$ cat src/rtl/mfreg_pkg.sv
// Package: shared widths, operation codes and state type for the
// multi-function register. Assumes exactly one operation per code.
package mfreg_pkg;
    localparam int DATA_W   = 8;
    localparam int OP_COUNT = 15;
    localparam int OP_W     = $clog2(OP_COUNT);

    // Operation codes equal the control bit that selects them.
    typedef enum logic [OP_W-1:0] {
        OP_CLR  = 4'd0,
        OP_LD   = 4'd1,
        OP_INC  = 4'd2,
        OP_DEC  = 4'd3,
        OP_ADD  = 4'd4,
        OP_SUB  = 4'd5,
        OP_INV  = 4'd6,
        OP_SILO = 4'd7,
        OP_SIHI = 4'd8,
        OP_LSL  = 4'd9,
        OP_LSR  = 4'd10,
        OP_ASL  = 4'd11,
        OP_ASR  = 4'd12,
        OP_ROL  = 4'd13,
        OP_ROR  = 4'd14
    } op_e;

    // Register contents: value plus the two side flags.
    typedef struct packed {
        logic              hi;
        logic [DATA_W-1:0] val;
        logic              lo;
    } reg_state_t;
endpackage

$ cat src/rtl/mfreg_pick.sv
// Module: picks the lowest-numbered set control bit and reports it
// as an operation code. Assumes N is at most 2**OP_W.
module mfreg_pick
    import mfreg_pkg::*;
#(
    parameter int N = OP_COUNT
) (
    input  logic [N-1:0] ctrl,
    output op_e          op,
    output logic         any
);
    // Masks of control bits seen below each position.
    logic [N:0] seen;
    logic [N-1:0] grant;

    assign seen[0] = 1'b0;
    for (genvar i = 0; i < N; i++) begin : g_chain
        assign grant[i]  = ctrl[i] & ~seen[i];
        assign seen[i+1] = seen[i] | ctrl[i];
    end

    assign any = seen[N];

    // Encode the single granted bit into an operation code.
    always_comb begin
        logic [OP_W-1:0] idx;
        idx = '0;
        for (int i = 0; i < N; i++) begin
            if (grant[i]) idx = idx | OP_W'(i);
        end
        op = op_e'(idx);
    end
endmodule

$ cat src/rtl/mfreg_arith.sv
// Module: shared adder/subtractor for increment, decrement, add and
// subtract. The extra top bit is carry for sums and borrow for
// differences. Assumes op is one of the four arithmetic codes when used.
module mfreg_arith
    import mfreg_pkg::*;
#(
    parameter int W = DATA_W
) (
    input  op_e          op,
    input  logic [W-1:0] a,
    input  logic [W-1:0] b,
    output logic [W-1:0] res,
    output logic         cy
);
    localparam logic [W-1:0] ONE = W'(1);

    logic         use_one;
    logic         do_sub;
    logic [W-1:0] opnd;
    logic [W:0]   wide;

    // Select the second operand and the direction.
    always_comb begin
        use_one = (op == OP_INC) || (op == OP_DEC);
        do_sub  = (op == OP_DEC) || (op == OP_SUB);
        opnd    = use_one ? ONE : b;
    end

    // One W+1 bit add or subtract; bit W is carry or borrow.
    always_comb begin
        if (do_sub) wide = {1'b0, a} - {1'b0, opnd};
        else        wide = {1'b0, a} + {1'b0, opnd};
    end

    assign res = wide[W-1:0];
    assign cy  = wide[W];
endmodule

$ cat src/rtl/mfreg_shift.sv
// Module: one-place shifter and rotator. Gives the shifted value for
// every shift-like code, and the bits leaving each end. Assumes op is a
// shift, rotate or serial-entry code when its result is used.
module mfreg_shift
    import mfreg_pkg::*;
#(
    parameter int W = DATA_W
) (
    input  op_e          op,
    input  logic [W-1:0] a,
    input  logic         ser_lo,
    input  logic         ser_hi,
    output logic [W-1:0] res,
    output logic         out_hi,
    output logic         out_lo
);
    logic left;
    logic fill;

    // Pick direction and the bit entering the vacated end.
    always_comb begin
        left = 1'b0;
        fill = 1'b0;
        unique case (op)
            OP_SILO: begin left = 1'b1; fill = ser_lo;   end
            OP_SIHI: begin left = 1'b0; fill = ser_hi;   end
            OP_LSL,
            OP_ASL:  begin left = 1'b1; fill = 1'b0;     end
            OP_LSR:  begin left = 1'b0; fill = 1'b0;     end
            OP_ASR:  begin left = 1'b0; fill = a[W-1];   end
            OP_ROL:  begin left = 1'b1; fill = a[W-1];   end
            OP_ROR:  begin left = 1'b0; fill = a[0];     end
            default: begin left = 1'b0; fill = 1'b0;     end
        endcase
    end

    // Form the shifted word.
    always_comb begin
        if (left) res = {a[W-2:0], fill};
        else      res = {fill, a[W-1:1]};
    end

    assign out_hi = a[W-1];
    assign out_lo = a[0];
endmodule

$ cat src/rtl/mfreg_top.sv
// Module: multi-function register top. Decodes the control vector with
// lowest-bit priority, computes the next value and flags, and stores
// them on the rising clock. Synchronous active-low reset. Assumes the
// inputs are steady at the rising edge.
module mfreg_top
    import mfreg_pkg::*;
#(
    parameter int W = DATA_W,
    parameter int N = OP_COUNT
) (
    input  logic         clk,
    input  logic         rst_n,
    input  logic [W-1:0] din,
    input  logic         ser_lo,
    input  logic         ser_hi,
    input  logic [N-1:0] ctrl,
    output logic [W-1:0] q,
    output logic         hi_flag,
    output logic         lo_flag
);
    op_e          op;
    logic         any;
    logic [W-1:0] ar_res;
    logic         ar_cy;
    logic [W-1:0] sh_res;
    logic         sh_hi;
    logic         sh_lo;
    reg_state_t   cur;
    reg_state_t   nxt;

    mfreg_pick #(.N(N)) u_pick (
        .ctrl (ctrl),
        .op   (op),
        .any  (any)
    );

    mfreg_arith #(.W(W)) u_arith (
        .op  (op),
        .a   (cur.val),
        .b   (din),
        .res (ar_res),
        .cy  (ar_cy)
    );

    mfreg_shift #(.W(W)) u_shift (
        .op     (op),
        .a      (cur.val),
        .ser_lo (ser_lo),
        .ser_hi (ser_hi),
        .res    (sh_res),
        .out_hi (sh_hi),
        .out_lo (sh_lo)
    );

    // Next state: only the flags an operation names are rewritten.
    always_comb begin
        nxt = cur;
        unique case (op)
            OP_CLR: begin
                nxt.val = '0;
                nxt.hi  = 1'b0;
                nxt.lo  = 1'b0;
            end
            OP_LD:  nxt.val = din;
            OP_INC,
            OP_DEC: nxt.val = ar_res;
            OP_ADD,
            OP_SUB: begin
                nxt.val = ar_res;
                nxt.hi  = ar_cy;
            end
            OP_INV: nxt.val = ~cur.val;
            OP_SILO,
            OP_LSL,
            OP_ASL,
            OP_ROL: begin
                nxt.val = sh_res;
                nxt.hi  = sh_hi;
            end
            OP_SIHI,
            OP_LSR,
            OP_ASR,
            OP_ROR: begin
                nxt.val = sh_res;
                nxt.lo  = sh_lo;
            end
            default: nxt = cur;
        endcase
    end

    // State register: reset clears, idle holds, otherwise update.
    always_ff @(posedge clk) begin
        if (!rst_n)   cur <= '0;
        else if (any) cur <= nxt;
    end

    assign q       = cur.val;
    assign hi_flag = cur.hi;
    assign lo_flag = cur.lo;
endmodule

$ cat config.mk
export PLATFORM = sky130hd
export DESIGN_NAME = mfreg_top
export DESIGN_NICKNAME = d
export VERILOG_FILES = /design/src/rtl/mfreg_pkg.sv /design/src/rtl/mfreg_pick.sv /design/src/rtl/mfreg_arith.sv /design/src/rtl/mfreg_shift.sv /design/src/rtl/mfreg_top.sv
export SDC_FILE = /design/constraint.sdc
export NUM_CORES = 1
export LEC_CHECK = 0
export ABC_AREA = 1
export BUFFER_PORTS_ARGS = -buffer_cell sky130_fd_sc_hd__buf_2
export CELL_PAD_IN_SITES_DETAIL_PLACEMENT = 1
export CELL_PAD_IN_SITES_GLOBAL_PLACEMENT = 2
export CORE_MARGIN = 1.5
export CORE_UTILIZATION = 28
export DETAILED_ROUTE_END_ITERATION = 12
export PLACE_DENSITY = 0.83
export SETUP_SLACK_MARGIN = 0.05
export SLEW_MARGIN = 25
export SYNTH_ARGS = -nofsm -noshare
export SYNTH_HDL_FRONTEND = slang
export SYNTH_HIERARCHICAL = 1
export SYNTH_SLANG_ARGS = --single-unit
$ cat constraint.sdc
create_clock -name clk -period 4.4 [get_ports clk]
set_input_delay 0.88 -clock clk [delete_from_list [all_inputs] [get_ports clk]]
set_output_delay 0.88 -clock clk [all_outputs]
set_load 0.05 [all_outputs]
==> impl_metrics.toml, run 1 <==
[routing]
num_vias = 2118
ant_nets = 0
drtIter0Drc = 60
drc = 2
first_pass_iters = 8
vias_per_cell = 4.69
wirelength_um = 5570
wl_per_cell_um = 12.3

[cts]
clock-root-buffer = "clkbuf_8"
tritoncts = "built"
cts.sink_count = 10
cts_buffer_depth = 2
cts-htree-levels = 1
clk_pin_slew_ps = 50
hold_buffers = 0
worstSkewPairLatency_ps = 230
numCtsBuffers = 3

[min_path]
hp-class = "reg -> reg"

[logic_synthesis]
synthTopCellsByArea = "nand2_1 (23%), dfxtp_1 (11%), inv_1 (9.9%)"
seq_area_frac_synth = 0.106
synth.distinct_cells = 35
synth_edf_count = 0
yosysWarnings = 6
synth-async-reset-ratio = 0
syn_avg_cell_area_sq_um = 5.64
synth_area_sq_um = 1890
synth_fp_nets = 372
yosys_register_bits = 10
yosysTopAreaCell = "nand2_1"
ys.flop_type = "dfxtp_1"
syn_inst = 335
synth_top_area_frac = 0.231

[sta]
period_needed_ps = 3900
setup_violations = 0
drv_slew = 0
fin_setup_tns_ps = 0
holdWs_ps = 461
setup_ws_ps = 499
tightest_slew_ps = 492
relSlewSlack = 0.672
finClkSkew_ps = 2.86
timing.fmax_mhz = 256
fin_crit_sh = 0.887
rsz0062_at_grt = "false"
hold_viol_final = 0

[outcome]
status = "complete, but fails checks"
violations = "design-rule violations"

[critical_path]
crit_buf_inv = 5
reg2reg_from = "q[0]"
critical-path-top-delay-family = "simple AND/OR/NAND/NOR gates"
cp.arrival_ps = 4060
crit_cells = 23
critPathLaunchType = "primary input"
worstRegToRegCells = 12
end_kind = "flip-flop"
critPathSlowestCell = "ha_1"
path_max_fanout = 11
cp.required_ps = 4560
crit_path_max_incr_delay_ps = 320
r2r_end = "q[6]"
crit_chain = "buf_2 -> nor2_2 -> nand3_1 -> nor2_4 -> nand4_1 -> nand3_1 -> buf_4 -> inv_1 -> nand4_1 -> nand2_2 -> inv_4 -> o21ai_1 -> xnor2_1 -> ha_1 -> a21oi_1 -> o21ai_2 -> a21oi_1 -> nand3_1 -> nand2_1 -> inv_1 -> o21ai_0 -> nand2_1 -> a21oi_1"
crit_end = "hi_flag"
critical_path_class = "in -> reg"
startpoint = "ctrl[8]"
r2r_setup_slack_ps = 2060

[grt]
grt_first_pass_wirelength_um = 9780
grt_max_degree = 12
grt_usage = 0.163
grt_pass1_vias = 2119
grt_remaining_overflow = 0
antenna_found_initial = 0

[power_and_ir_drop]
clock_power_share = 0.209
p_seq_frac = 0.250
p_int_mw = 0.248
pwr_density_cell_nw_per_um2 = 202
pwr-share-comb = 0.541
power_mw = 0.445
leakage_nw = 1.18
switching_share = 0.443
irDropWorstVdd_mv = 0.177
power.switching_mw = 0.197

[final_layout]
area_delta_synth_final_pct = 16.8
final_cell_mix = "nand2_1 (116), inv_1 (50), buf_2 (36)"
nFillCells = 895
drive_gt1_frac = 0.219
diodes = 0
nNetsFinal = 414
final_common_cell = "nand2_1"

[die]
die_w_um = 85.1
core_sq_um = 6420
io_pins = 37
rows = 29
dieArea_sq_um = 7240
initial_core_util = 0.294
die_y_um = 85.1

[placed_design]
finalWeightedCongestion = 0.809
place_ws_ps = 254
io_buffers = 36
hpwl_um = 4750

[run]
max_cap_viol_count = 0
==> worst register-to-register path: stages (launching register included) <==
cell and delay, ps:
dfxtp_1 480, inv_1 80, ha_1 240, fa_1 430, o21ai_2 230, nand3_1 90
nand2_1 90, xor2_1 160, a21boi_1 170, nor2_1 60, nand2_1 60, nand2_1 50
a21oi_1 110
==> power by group through the flow <==
stage          clock [mW]  combinational [mW]  sequential [mW]
2_1_floorplan           0               0.159            0.131
3_3_place_gp            0               0.240            0.113
3_5_place_dp            0               0.241            0.113
4_1_cts            0.0984               0.244            0.112
5_1_grt             0.101               0.276            0.113
6_report           0.0931               0.241            0.111
==> Yosys cell counts (all sizes together), types with 2 or more instances <==
| library cell | instances |
|---|---|
| nand2 | 127 |
| nand3 | 34 |
| clkinv | 3 |
| o21bai | 2 |
| nor2 | 29 |
| buf | 4 |
| a21boi | 8 |
| a21o | 2 |
| xnor2 | 4 |
| dfxtp | 10 |
| xor2 | 5 |
| a31oi | 2 |
| o21ai | 16 |
| nand4 | 6 |
| inv | 54 |
| ha | 9 |
| a21oi | 17 |
==> worst min path at each step <==
| stage | slack (ps) | startpoint | cells past startpoint | end |
|---|---|---|---|---|
| finish | 460 | lo_flag | 2 | lo_flag |
| global placement | 450 | hi_flag | 2 | hi_flag |
| global route | 490 | lo_flag | 2 | lo_flag |
| detailed placement | 460 | lo_flag | 2 | lo_flag |
| floorplan | 680 | hi_flag | 2 | hi_flag |
| CTS | 470 | lo_flag | 2 | lo_flag |
==> timing repair <==
| action | CTS | global route |
|---|---|---|
| gates resized for setup | 0 | 1 |
| endpoints found under the setup margin | 0 | 1 |
| setup buffers | 0 | 0 |
==> layout make-up <==
type / count / area [sq um] / share of cell area
Sequential cell: 10 / 200 / 0.0908
Multi-Input combinational cell: 264 / 1430 / 0.647
Clock buffer: 3 / 41.3 / 0.0187
Inverter: 57 / 223 / 0.101
Tap cell: 77 / 96.3 / 0.0437
Timing Repair Buffer: 41 / 218 / 0.0987
==> metrics by stage <==
step	cell area, sq um	utilization	instances
global route	2210	0.343	452
finish	2210	0.343	452
global placement	2160	0.337	449
floorplan	1890	-	335
detailed placement	2160	0.337	449
CTS	2210	0.343	452
==> sequential cells by signal, summed over array words and instances (netlist names) <==
register and count:
hi_flag 1, q 8, lo_flag 1
==> layer usage <==
layer	track usage	share of wire	wire length, um	vias to the layer above
met5	0	0	0	-
met4	0.0313	0.0079	44	0
met3	0.00973	0.026	147	5
met2	0.273	0.45	2510	25
met1	0.230	0.51	2860	951
li1	-	-	-	1137
==> cell families (layout without fill, tap and decap cells) <==
group	count (synthesis)	count (layout)	share of synthesized area
adders and majority gates	10	10	0.0702
and+or+nand+nor	197	197	0.476
DFF	10	10	0.106
buffers and inverters	61	101	0.138
AOI/OAI and AO/OA	48	48	0.168
xor gates and xnor gates	9	9	0.0417
No activity file was read; power rests on OpenSTA's default activity.
==> inputs of run 2 (changes only) <==
- PLACE_DENSITY: 0.83 -> not set
- PLACE_DENSITY_LB_ADDON: not set -> 0.1
==> impl_metrics.toml, run 2 (synthesized netlist as in run 1, its figures left out) <==
[grt]
antenna_found_initial = 0
grt_pass1_vias = 2058
grt_max_degree = 12
grt_first_pass_wirelength_um = 9630
grt_remaining_overflow = 0
grt_usage = 0.161

[die]
io_pins = 37
initial_core_util = 0.294
die_w_um = 85.1
die_y_um = 85.1
rows = 29
dieArea_sq_um = 7240
core_sq_um = 6420

[final_layout]
final_cell_mix = "nand2_1 (115), inv_1 (50), buf_2 (36)"
final_common_cell = "nand2_1"
final_area_sq_um = 2220
nFillCells = 907
diodes = 0
nNetsFinal = 414
drive_gt1_frac = 0.221
largest_register_ffs = 8
fin_util = 0.345
area_delta_synth_final_pct = 17.4

[sta]
fin_crit_sh = 0.893
fin_setup_tns_ps = 0
drv_slew = 0
tightest_slew_ps = 496
finClkSkew_ps = 2.30
timing.fmax_mhz = 255
hold_viol_final = 0
setup_violations = 0
relSlewSlack = 0.669
rsz0062_at_grt = "true"
period_needed_ps = 3930

[cts]
hold_buffers = 0
numCtsBuffers = 3
cts_buffer_depth = 2
cts-htree-levels = 1
worstSkewPairLatency_ps = 230
postCtsSetupRepairBufs = 0
ctsResizeCount = 0
tritoncts = "built"
clk_pin_slew_ps = 50
cts.sink_count = 10
clock-root-buffer = "clkbuf_8"

[power_and_ir_drop]
clock_power_share = 0.208
switching_share = 0.443
pwr_density_cell_nw_per_um2 = 202
power.switching_mw = 0.198
leakage_nw = 1.18
power_mw = 0.447
irDropWorstVdd_mv = 0.169
p_seq_frac = 0.249
pwr-share-comb = 0.543
p_int_mw = 0.249

[critical_path]
cp.arrival_ps = 4090
r2r_setup_slack_ps = 1980
r2r_end = "q[6]"
end_kind = "flip-flop"
critical_path_class = "in -> reg"
startpoint = "ctrl[8]"
critPathLaunchType = "primary input"
crit_end = "q[6]"
cp.required_ps = 4560
reg2reg_from = "q[0]"
path_max_fanout = 10
worstRegToRegCells = 12

[placed_design]
finalWeightedCongestion = 0.783
hpwl_um = 4750
placed_cell_area_sq_um = 2160
io_buffers = 36

[routing]
vias_per_cell = 4.68
wl_per_cell_um = 12.4
first_pass_iters = 8
ant_nets = 0
drc = 4
drtIter0Drc = 44
wirelength_um = 5600
num_vias = 2114

[min_path]
hp-class = "reg -> reg"
hold_start = "lo_flag"

[run]
max_cap_viol_count = 0

[outcome]
status = "complete, but fails checks"
violations = "design-rule violations"
## run 2: cell counts in the layout (fill, tap and decap cells not counted)
No cell type changed its count.
## run 2: final cells by class
type	instances	area, sq um	area share
Sequential cell	10	200	0.0903
Inverter	57	223	0.101
Tap cell	77	96.3	0.0435
Timing Repair Buffer	41	218	0.0982
Clock buffer	3	41.3	0.0186
Multi-Input combinational cell	264	1440	0.649
## run 2: per-layer routing
layer / global-route usage / vias up / share of wire
met5: 0 / - / 0
met4: 0.0313 / 0 / 0.0061
met3: 0.00584 / 4 / 0.025
met2: 0.259 / 29 / 0.43
met1: 0.239 / 939 / 0.54
li1: - / 1142 / -
## run 2: how the worst min path moves through the flow
stage,cells after the start,slack [ps],to
after floorplan,2,680,hi_flag
after global placement,2,450,hi_flag
after detailed placement,2,460,lo_flag
after CTS,2,460,lo_flag
after global routing,2,480,lo_flag
final,2,450,lo_flag
## run 2: worst max-delay path, cell delays in order
cell and delay [ps]:
buf_2 110, nor2_2 140, nand3_1 150, nor2_4 150
nand4_1 120, nand3_1 160, nand3_4 150, nand2_2 140
inv_1 50, ha_1 220, nor2_1 140, xnor2_1 130
inv_1 60, ha_1 350, nand2_1 80, o21ai_2 200
nand3_1 100, nand2_1 80, xor2_1 160, a21boi_0 210
nor2_1 60, nand2_1 60, nand2_1 40, a21oi_1 120
## run 2: per-stage QoR
stage               hold WS [ps]  std cells  setup WS, ps
CTS                          463        452           317
detailed placement           455        449           105
global placement             448        449           116
finish                       454        452           472
global route                 482        452          49.6
floorplan                    680        335           463
## run 2: power groups by stage
| stage | sequential (mW) | combinational (mW) | clock [mW] |
|---|---|---|---|
| 2_1_floorplan | 0.131 | 0.159 | 0 |
| 3_5_place_dp | 0.113 | 0.242 | 0 |
| 3_3_place_gp | 0.113 | 0.242 | 0 |
| 5_1_grt | 0.113 | 0.275 | 0.100 |
| 4_1_cts | 0.112 | 0.244 | 0.0976 |
| 6_report | 0.111 | 0.243 | 0.0930 |
